`config.mk`:
```
export PLATFORM = sky130hd
export DESIGN_NAME = row_limit_decoder
export DESIGN_NICKNAME = d
export VERILOG_FILES = /design/src/rtl/rld_pkg.sv /design/src/rtl/rld_limit_regs.sv /design/src/rtl/rld_row_chain.sv /design/src/rtl/rld_match.sv /design/src/rtl/row_limit_decoder.sv
export SDC_FILE = /design/constraint.sdc
export NUM_CORES = 1
export LEC_CHECK = 0
export BUFFER_PORTS_ARGS = -buffer_cell sky130_fd_sc_hd__buf_2
export CAP_MARGIN = 30
export CORE_ASPECT_RATIO = 0.75
export CORE_MARGIN = 4
export CORE_UTILIZATION = 48
export CTS_CLUSTER_SIZE = 28
export DETAILED_ROUTE_END_ITERATION = 8
export MAX_ROUTING_LAYER = met4
export PLACE_DENSITY = 0.78
export SKIP_LAST_GASP = 1
export SYNTH_ARGS = -nofsm -noshare
export SYNTH_HDL_FRONTEND = slang
export SYNTH_SLANG_ARGS = --single-unit
```
`constraint.sdc`:
```
create_clock -name clk -period 5.8 [get_ports clk]
set_input_delay 0.87 -clock clk [delete_from_list [all_inputs] [get_ports clk]]
set_output_delay 0.87 -clock clk [all_outputs]
set_load 0.02 [all_outputs]
```
`src/rtl/rld_pkg.sv`:
```
// Shared constants for the row limit decoder.
// Assumes: limits count in units of 2**GRAN_SHIFT bytes.
package rld_pkg;
    localparam int RLD_ROWS_DEF   = 4;
    localparam int RLD_LIMIT_DEF  = 8;
    localparam int RLD_ADDR_DEF   = 32;
    localparam int RLD_SHIFT_DEF  = 24;
endpackage

```
`src/rtl/rld_limit_regs.sv`:
```
// Limit register file: one LIMIT_W-bit upper limit per row.
// Assumes: synchronous active-low reset clears every limit to 0 (all rows empty).
module rld_limit_regs #(
    parameter int ROWS    = rld_pkg::RLD_ROWS_DEF,
    parameter int LIMIT_W = rld_pkg::RLD_LIMIT_DEF,
    localparam int SEL_W  = (ROWS > 1) ? $clog2(ROWS) : 1
) (
    input  logic                       clk,
    input  logic                       rst_n,
    input  logic                       we,
    input  logic [SEL_W-1:0]           sel,
    input  logic [LIMIT_W-1:0]         wdata,
    output logic [LIMIT_W-1:0]         rdata,
    output logic [ROWS-1:0][LIMIT_W-1:0] limits
);
    // One register per row, each with its own write decode.
    for (genvar g = 0; g < ROWS; g++) begin : g_reg
        always_ff @(posedge clk) begin
            if (!rst_n)
                limits[g] <= '0;
            else if (we && (sel == SEL_W'(g)))
                limits[g] <= wdata;
        end
    end

    // Combinational readback of the selected limit.
    always_comb begin
        rdata = '0;
        for (int i = 0; i < ROWS; i++)
            if (sel == SEL_W'(i)) rdata = limits[i];
    end
endmodule

```
`src/rtl/rld_row_chain.sv`:
```
// Row chain: derives each row's base, size and populated flag from the
// cumulative limits. The base of a row is the running top of lower rows.
// Assumes: a limit not above the running top marks its row empty.
module rld_row_chain #(
    parameter int ROWS    = rld_pkg::RLD_ROWS_DEF,
    parameter int LIMIT_W = rld_pkg::RLD_LIMIT_DEF
) (
    input  logic [ROWS-1:0][LIMIT_W-1:0] limits,
    output logic [ROWS-1:0][LIMIT_W-1:0] base,
    output logic [ROWS-1:0][LIMIT_W-1:0] size,
    output logic [ROWS-1:0]              populated,
    output logic [LIMIT_W-1:0]           top
);
    logic [ROWS:0][LIMIT_W-1:0] run_top;

    assign run_top[0] = '0;

    for (genvar g = 0; g < ROWS; g++) begin : g_row
        // Populated when this limit rises above everything below it.
        assign populated[g]  = limits[g] > run_top[g];
        assign base[g]       = run_top[g];
        assign size[g]       = populated[g] ? (limits[g] - run_top[g]) : '0;
        assign run_top[g+1]  = populated[g] ? limits[g] : run_top[g];
    end

    assign top = run_top[ROWS];
endmodule

```
`src/rtl/rld_match.sv`:
```
// Match stage: compares the address index with each row window, picks the
// lowest populated match and registers chip select, index and miss.
// Assumes: populated/base/limits come from the row chain in the same cycle.
module rld_match #(
    parameter int ROWS    = rld_pkg::RLD_ROWS_DEF,
    parameter int LIMIT_W = rld_pkg::RLD_LIMIT_DEF,
    localparam int IDX_W  = (ROWS > 1) ? $clog2(ROWS) : 1
) (
    input  logic                         clk,
    input  logic                         rst_n,
    input  logic [LIMIT_W-1:0]           idx,
    input  logic [ROWS-1:0][LIMIT_W-1:0] limits,
    input  logic [ROWS-1:0][LIMIT_W-1:0] base,
    input  logic [ROWS-1:0]              populated,
    output logic [ROWS-1:0]              cs_q,
    output logic [IDX_W-1:0]             row_q,
    output logic                         miss_q
);
    logic [ROWS-1:0]  in_win;
    logic [ROWS-1:0]  cs_d;
    logic [IDX_W-1:0] row_d;
    logic             miss_d;

    // Per-row window test: base <= idx < limit on a populated row.
    for (genvar g = 0; g < ROWS; g++) begin : g_win
        assign in_win[g] = populated[g] && (idx >= base[g]) && (idx < limits[g]);
    end

    // Priority pick of the lowest matching row.
    always_comb begin
        cs_d   = '0;
        row_d  = '0;
        miss_d = 1'b1;
        for (int i = ROWS - 1; i >= 0; i--) begin
            if (in_win[i]) begin
                cs_d   = '0;
                cs_d[i] = 1'b1;
                row_d  = IDX_W'(i);
                miss_d = 1'b0;
            end
        end
    end

    // Output register stage.
    always_ff @(posedge clk) begin
        if (!rst_n) begin
            cs_q   <= '0;
            row_q  <= '0;
            miss_q <= 1'b1;
        end else begin
            cs_q   <= cs_d;
            row_q  <= row_d;
            miss_q <= miss_d;
        end
    end

    // at most one chip select at a time
    a_r4_onehot: assert property (@(posedge clk) disable iff (!rst_n)
        $onehot0(cs_q));
    // miss and chip select are mutually exclusive and one of them holds
    a_r5_cs_xor_miss: assert property (@(posedge clk) disable iff (!rst_n)
        (cs_q != '0) != miss_q);
    // the row index names the asserted select
    a_r4_idx_match: assert property (@(posedge clk) disable iff (!rst_n)
        !miss_q |-> cs_q[row_q]);
    // a miss reports row index 0
    a_r5_miss_idx: assert property (@(posedge clk) disable iff (!rst_n)
        miss_q |-> (row_q == '0));
    // a row empty in the decode cycle is never selected next cycle
    for (genvar g = 0; g < ROWS; g++) begin : g_chk
        a_r6_empty_unselected: assert property (@(posedge clk) disable iff (!rst_n)
            !populated[g] |=> !cs_q[g]);
    end
    // first cycle out of reset always misses
    a_r1_reset_miss: assert property (@(posedge clk) disable iff (!rst_n)
        $rose(rst_n) |-> (miss_q && cs_q == '0));
endmodule

```
`src/rtl/row_limit_decoder.sv`:
```
// Row limit decoder top: limit registers, row chain and match stage.
// Assumes: rows are programmed as cumulative upper limits in 16 MB units
// (GRAN_SHIFT=24); decode outputs are registered one cycle after the address.
module row_limit_decoder #(
    parameter int ROWS       = rld_pkg::RLD_ROWS_DEF,
    parameter int LIMIT_W    = rld_pkg::RLD_LIMIT_DEF,
    parameter int ADDR_W     = rld_pkg::RLD_ADDR_DEF,
    parameter int GRAN_SHIFT = rld_pkg::RLD_SHIFT_DEF,
    localparam int SEL_W     = (ROWS > 1) ? $clog2(ROWS) : 1
) (
    input  logic                      clk,
    input  logic                      rst_n,
    input  logic                      cfg_we,
    input  logic [SEL_W-1:0]          cfg_sel,
    input  logic [LIMIT_W-1:0]        cfg_wdata,
    output logic [LIMIT_W-1:0]        cfg_rdata,
    input  logic [ADDR_W-1:0]         addr_in,
    output logic [ROWS-1:0]           cs_onehot,
    output logic [SEL_W-1:0]          row_idx,
    output logic                      miss,
    output logic [ROWS*LIMIT_W-1:0]   row_base,
    output logic [ROWS*LIMIT_W-1:0]   row_size
);
    logic [ROWS-1:0][LIMIT_W-1:0] limits;
    logic [ROWS-1:0][LIMIT_W-1:0] base;
    logic [ROWS-1:0][LIMIT_W-1:0] size;
    logic [ROWS-1:0]              populated;
    logic [LIMIT_W-1:0]           top;
    logic [LIMIT_W-1:0]           idx;

    // Index in granule units taken from the upper address bits.
    assign idx = addr_in[GRAN_SHIFT +: LIMIT_W];

    rld_limit_regs #(.ROWS(ROWS), .LIMIT_W(LIMIT_W)) u_regs (
        .clk(clk), .rst_n(rst_n), .we(cfg_we), .sel(cfg_sel),
        .wdata(cfg_wdata), .rdata(cfg_rdata), .limits(limits)
    );

    rld_row_chain #(.ROWS(ROWS), .LIMIT_W(LIMIT_W)) u_chain (
        .limits(limits), .base(base), .size(size),
        .populated(populated), .top(top)
    );

    rld_match #(.ROWS(ROWS), .LIMIT_W(LIMIT_W)) u_match (
        .clk(clk), .rst_n(rst_n), .idx(idx), .limits(limits),
        .base(base), .populated(populated),
        .cs_q(cs_onehot), .row_q(row_idx), .miss_q(miss)
    );

    assign row_base = base;
    assign row_size = size;

    // an index at or above the running top must miss next cycle
    a_r5_above_top: assert property (@(posedge clk) disable iff (!rst_n)
        (idx >= top) |=> miss);
    // an index below the running top must select a row next cycle
    a_r4_below_top: assert property (@(posedge clk) disable iff (!rst_n)
        (idx < top) |=> !miss);
endmodule

```
==> run_results.csv <==
group,metric,value,unit
layout,nNetsFinal,799,
yosys,syn_area,4220,sq um
worst_setup_path,path_max_fanout,8,
floorplan,die_h,89.2,microns
outcome,violations,"negative setup slack",
cts,root_buffer,"clkbuf_16",
worst_setup_path,cp_slowest_cell,"fa_2",
layout,layout_common_cells,"84 x buf_2, 84 x buf_4, 68 x nor2_1",
sta,grt_setup_unrepaired,"yes",
yosys,yosysUniqueCellTypes,51,
grt,gr-usage-met2,0.488,
yosys,yosysWarnings,0,
grt,busiest_layer,"met2",
floorplan,start_util,0.495,
floorplan,rows,29,
worst_setup_path,cpPeakStageDelay,0.42,ns
worst_setup_path,crit_path_end_kind,"primary output",
sta,fmax,164,MHz
sta,min_period,6.09,ns
route,wl_per_cell,19.3,microns
route,dr.pass1.iters,6,
route,vias,4660,
yosys,syn_avg_cell_area,8.15,sq um
layout,drive_gt1_frac,0.427,
sta,slew_violations,0,
cts,cts_buffer_depth,2,
yosys,synth_sequential_area_ratio,0.185,
route,drc,0,
layout,syn2layout_area_growth,46.9,%
pwr,max-vdd-ir-drop,0.000212,V
sta,hold_viol_final,0,
sta,setup_ws,-0.291,ns
place,port_buffers,91,
yosys,ys_ff_latch,39,
job,drv_cap,0,
pwr,powerDensity,322,nW/um^2
grt,grt_overflow,0,
sta,max_slew_margin,0.427,
grt,grt_usage,0.293,
cts,hold_buffers,0,
worst_setup_path,arrival,5.22,ns
worst_setup_path,crit_required,4.93,ns
yosys,synthTopCellsByArea,"ha_1 20%, dfxtp_1 18%, nor2_1 7.0%",
route,ant_nets,0,
yosys,async_reset_ff_frac,0,
yosys,yosys.area.top_type,"ha_1",
route,via_per_inst,5.88,
grt,grt_use_met1,0.366,
cts,cts_tree,"yes",
yosys,synth_edf_count,0,
grt,antenna_found_initial,0,
cts,cts_buffers,5,
sta,tightest_slew,0.839,ns
floorplan,die_area,10400,sq um
route,wl,15300,microns
grt,grt_max_degree,34,
floorplan,core,8530,sq um
yosys,yosys.area.top_type_share,0.205,
grt,first_global_vias,4660,
floorplan,num_io_pins,124,
grt,grt_pass1_wl,23400,microns
floorplan,die_w,116,microns
sta,fin_skew,0.00424,ns
pwr,p_leak,3.07,nW
grt,met3_usage,0.0487,
place,finalWeightedCongestion,0.941,
place,dp_hpwl,10400,microns
worst_setup_path,critPathLaunchType,"flip-flop",
cts,clock_latency,0.28,ns
pwr,fin_total_pwr,2.00,mW
yosys,synth-main-ff-cell,"dfxtp_1",
cts,htreeDepth,2,
cts,numClockSinks,39,
worst_setup_path,critPathKind,"reg -> out",
cts,clkTransAtPathRegs,0.06,ns
sta,setup_viol,8,
layout,antenna_cells,0,
outcome,status,"complete, but fails checks",
hold_path,hp-class,"reg -> reg",
route,drt-initial-drc-count,362,
place,dp_slack,-0.226,ns
sta,period_share,1.05,
yosys,syn_inst,518,
-- area by class of cell --
class                           instances  area [sq um]
Multi-Input combinational cell        390          3570
Fill cell                             573          2320
Timing Repair Buffer                  186          1310
Sequential cell                        39           785
Inverter                               61           231
Clock buffer                            6           139
Tap cell                              108           135
Clock inverter                          2          35.0
-- routing by layer --
metal,wire (microns),part of all wire
met4,587,0.038
met2,7150,0.47
met5,0,0
met1,6300,0.41
met3,1230,0.081
-- stage by stage --
step	hold WS, ns	std cells	instance area, sq um	TNS [ns]	utilization
after floorplan	0.499	525	4350	0	-
after global placement	0.548	750	5190	-0.252	0.608
after detailed placement	0.551	751	5190	-1.04	0.609
after CTS	0.586	785	5990	-0.00776	0.703
after global routing	0.621	792	6200	-3.10	0.727
final	0.579	792	6200	-1.71	0.727
-- synth_stat cells (all sizes together), types with 3 or more instances --
cell type   n
o21bai      6
mux4        8
a21oi      39
xor2        5
xnor2      12
nand2b      7
clkbuf     18
buf        17
a21boi      3
a2111oi     3
o211ai      4
o21ai      22
a21o       25
a211oi      5
nand2      13
nand4       4
nand3       5
o21a        7
mux2i      26
dfxtp      39
nor3b       3
nor3        3
and2        4
o31ai       3
nor2       79
ha         69
maj3        3
inv        61
-- kinds of logic (layout without fill, tap and decap cells) --
| family | after synthesis | in the layout | synth area share |
|---|---|---|---|
| mux | 36 | 36 | 0.110 |
| buf+inv | 96 | 255 | 0.0996 |
| fa+ha+maj | 74 | 74 | 0.221 |
| xor+xnor | 17 | 17 | 0.0353 |
| other cells | 1 | 8 | 0.000888 |
| compound gates | 127 | 127 | 0.209 |
| flops | 39 | 39 | 0.185 |
| simple gates | 128 | 128 | 0.140 |
-- final timing paths --
| kind | start | end | slack (ns) | depth (start not counted) |
|---|---|---|---|---|
| min | u_regs.limits[28]$_SDFFE_PN0P_ | u_regs.limits[28]$_SDFFE_PN0P_ | 0.58 | 2 |
| max reg2reg | u_regs.limits[8]$_SDFFE_PN0P_ | u_match.row_q[0]$_SDFF_PP0_ | 0.19 | 32 |
| max | u_regs.limits[8]$_SDFFE_PN0P_ | row_size[31] | -0.29 | 31 |
| min reg2reg | u_regs.limits[28]$_SDFFE_PN0P_ | u_regs.limits[28]$_SDFFE_PN0P_ | 0.58 | 2 |
-- report_power, final --
| part | leakage (nW) | internal, mW | total (mW) | switching (mW) |
|---|---|---|---|---|
| logic | 2.66 | 0.645 | 1.38 | 0.738 |
| registers | 0.318 | 0.280 | 0.292 | 0.0117 |
| clock network | 0.0868 | 0.214 | 0.322 | 0.108 |
| total | 3.07 | 1.14 | 2.00 | 0.857 |
-- flip-flops by register name, indices dropped and copies added (netlist names) --
register and flops:
u_match.row_q 2, u_regs.limits 32, u_match.miss_q 1, u_match.cs_q 4
-- timing repair --
action,4_1_cts,5_1_grt
setup buffers,24,7
cloned,2,0
resized for setup,90,32
setup endpoints to repair,8,8
pin swaps,29,30
-- critical path, delay by kind of cell, from the launching register on --
kind / cells / cell delay (ns)
fa+ha+maj: 4 / 0.97
flops: 1 / 0.32
compound gates: 10 / 1.40
buf+inv: 10 / 1.17
mux: 1 / 0.16
simple gates: 6 / 0.92
(Power assumes the default switching activity.)
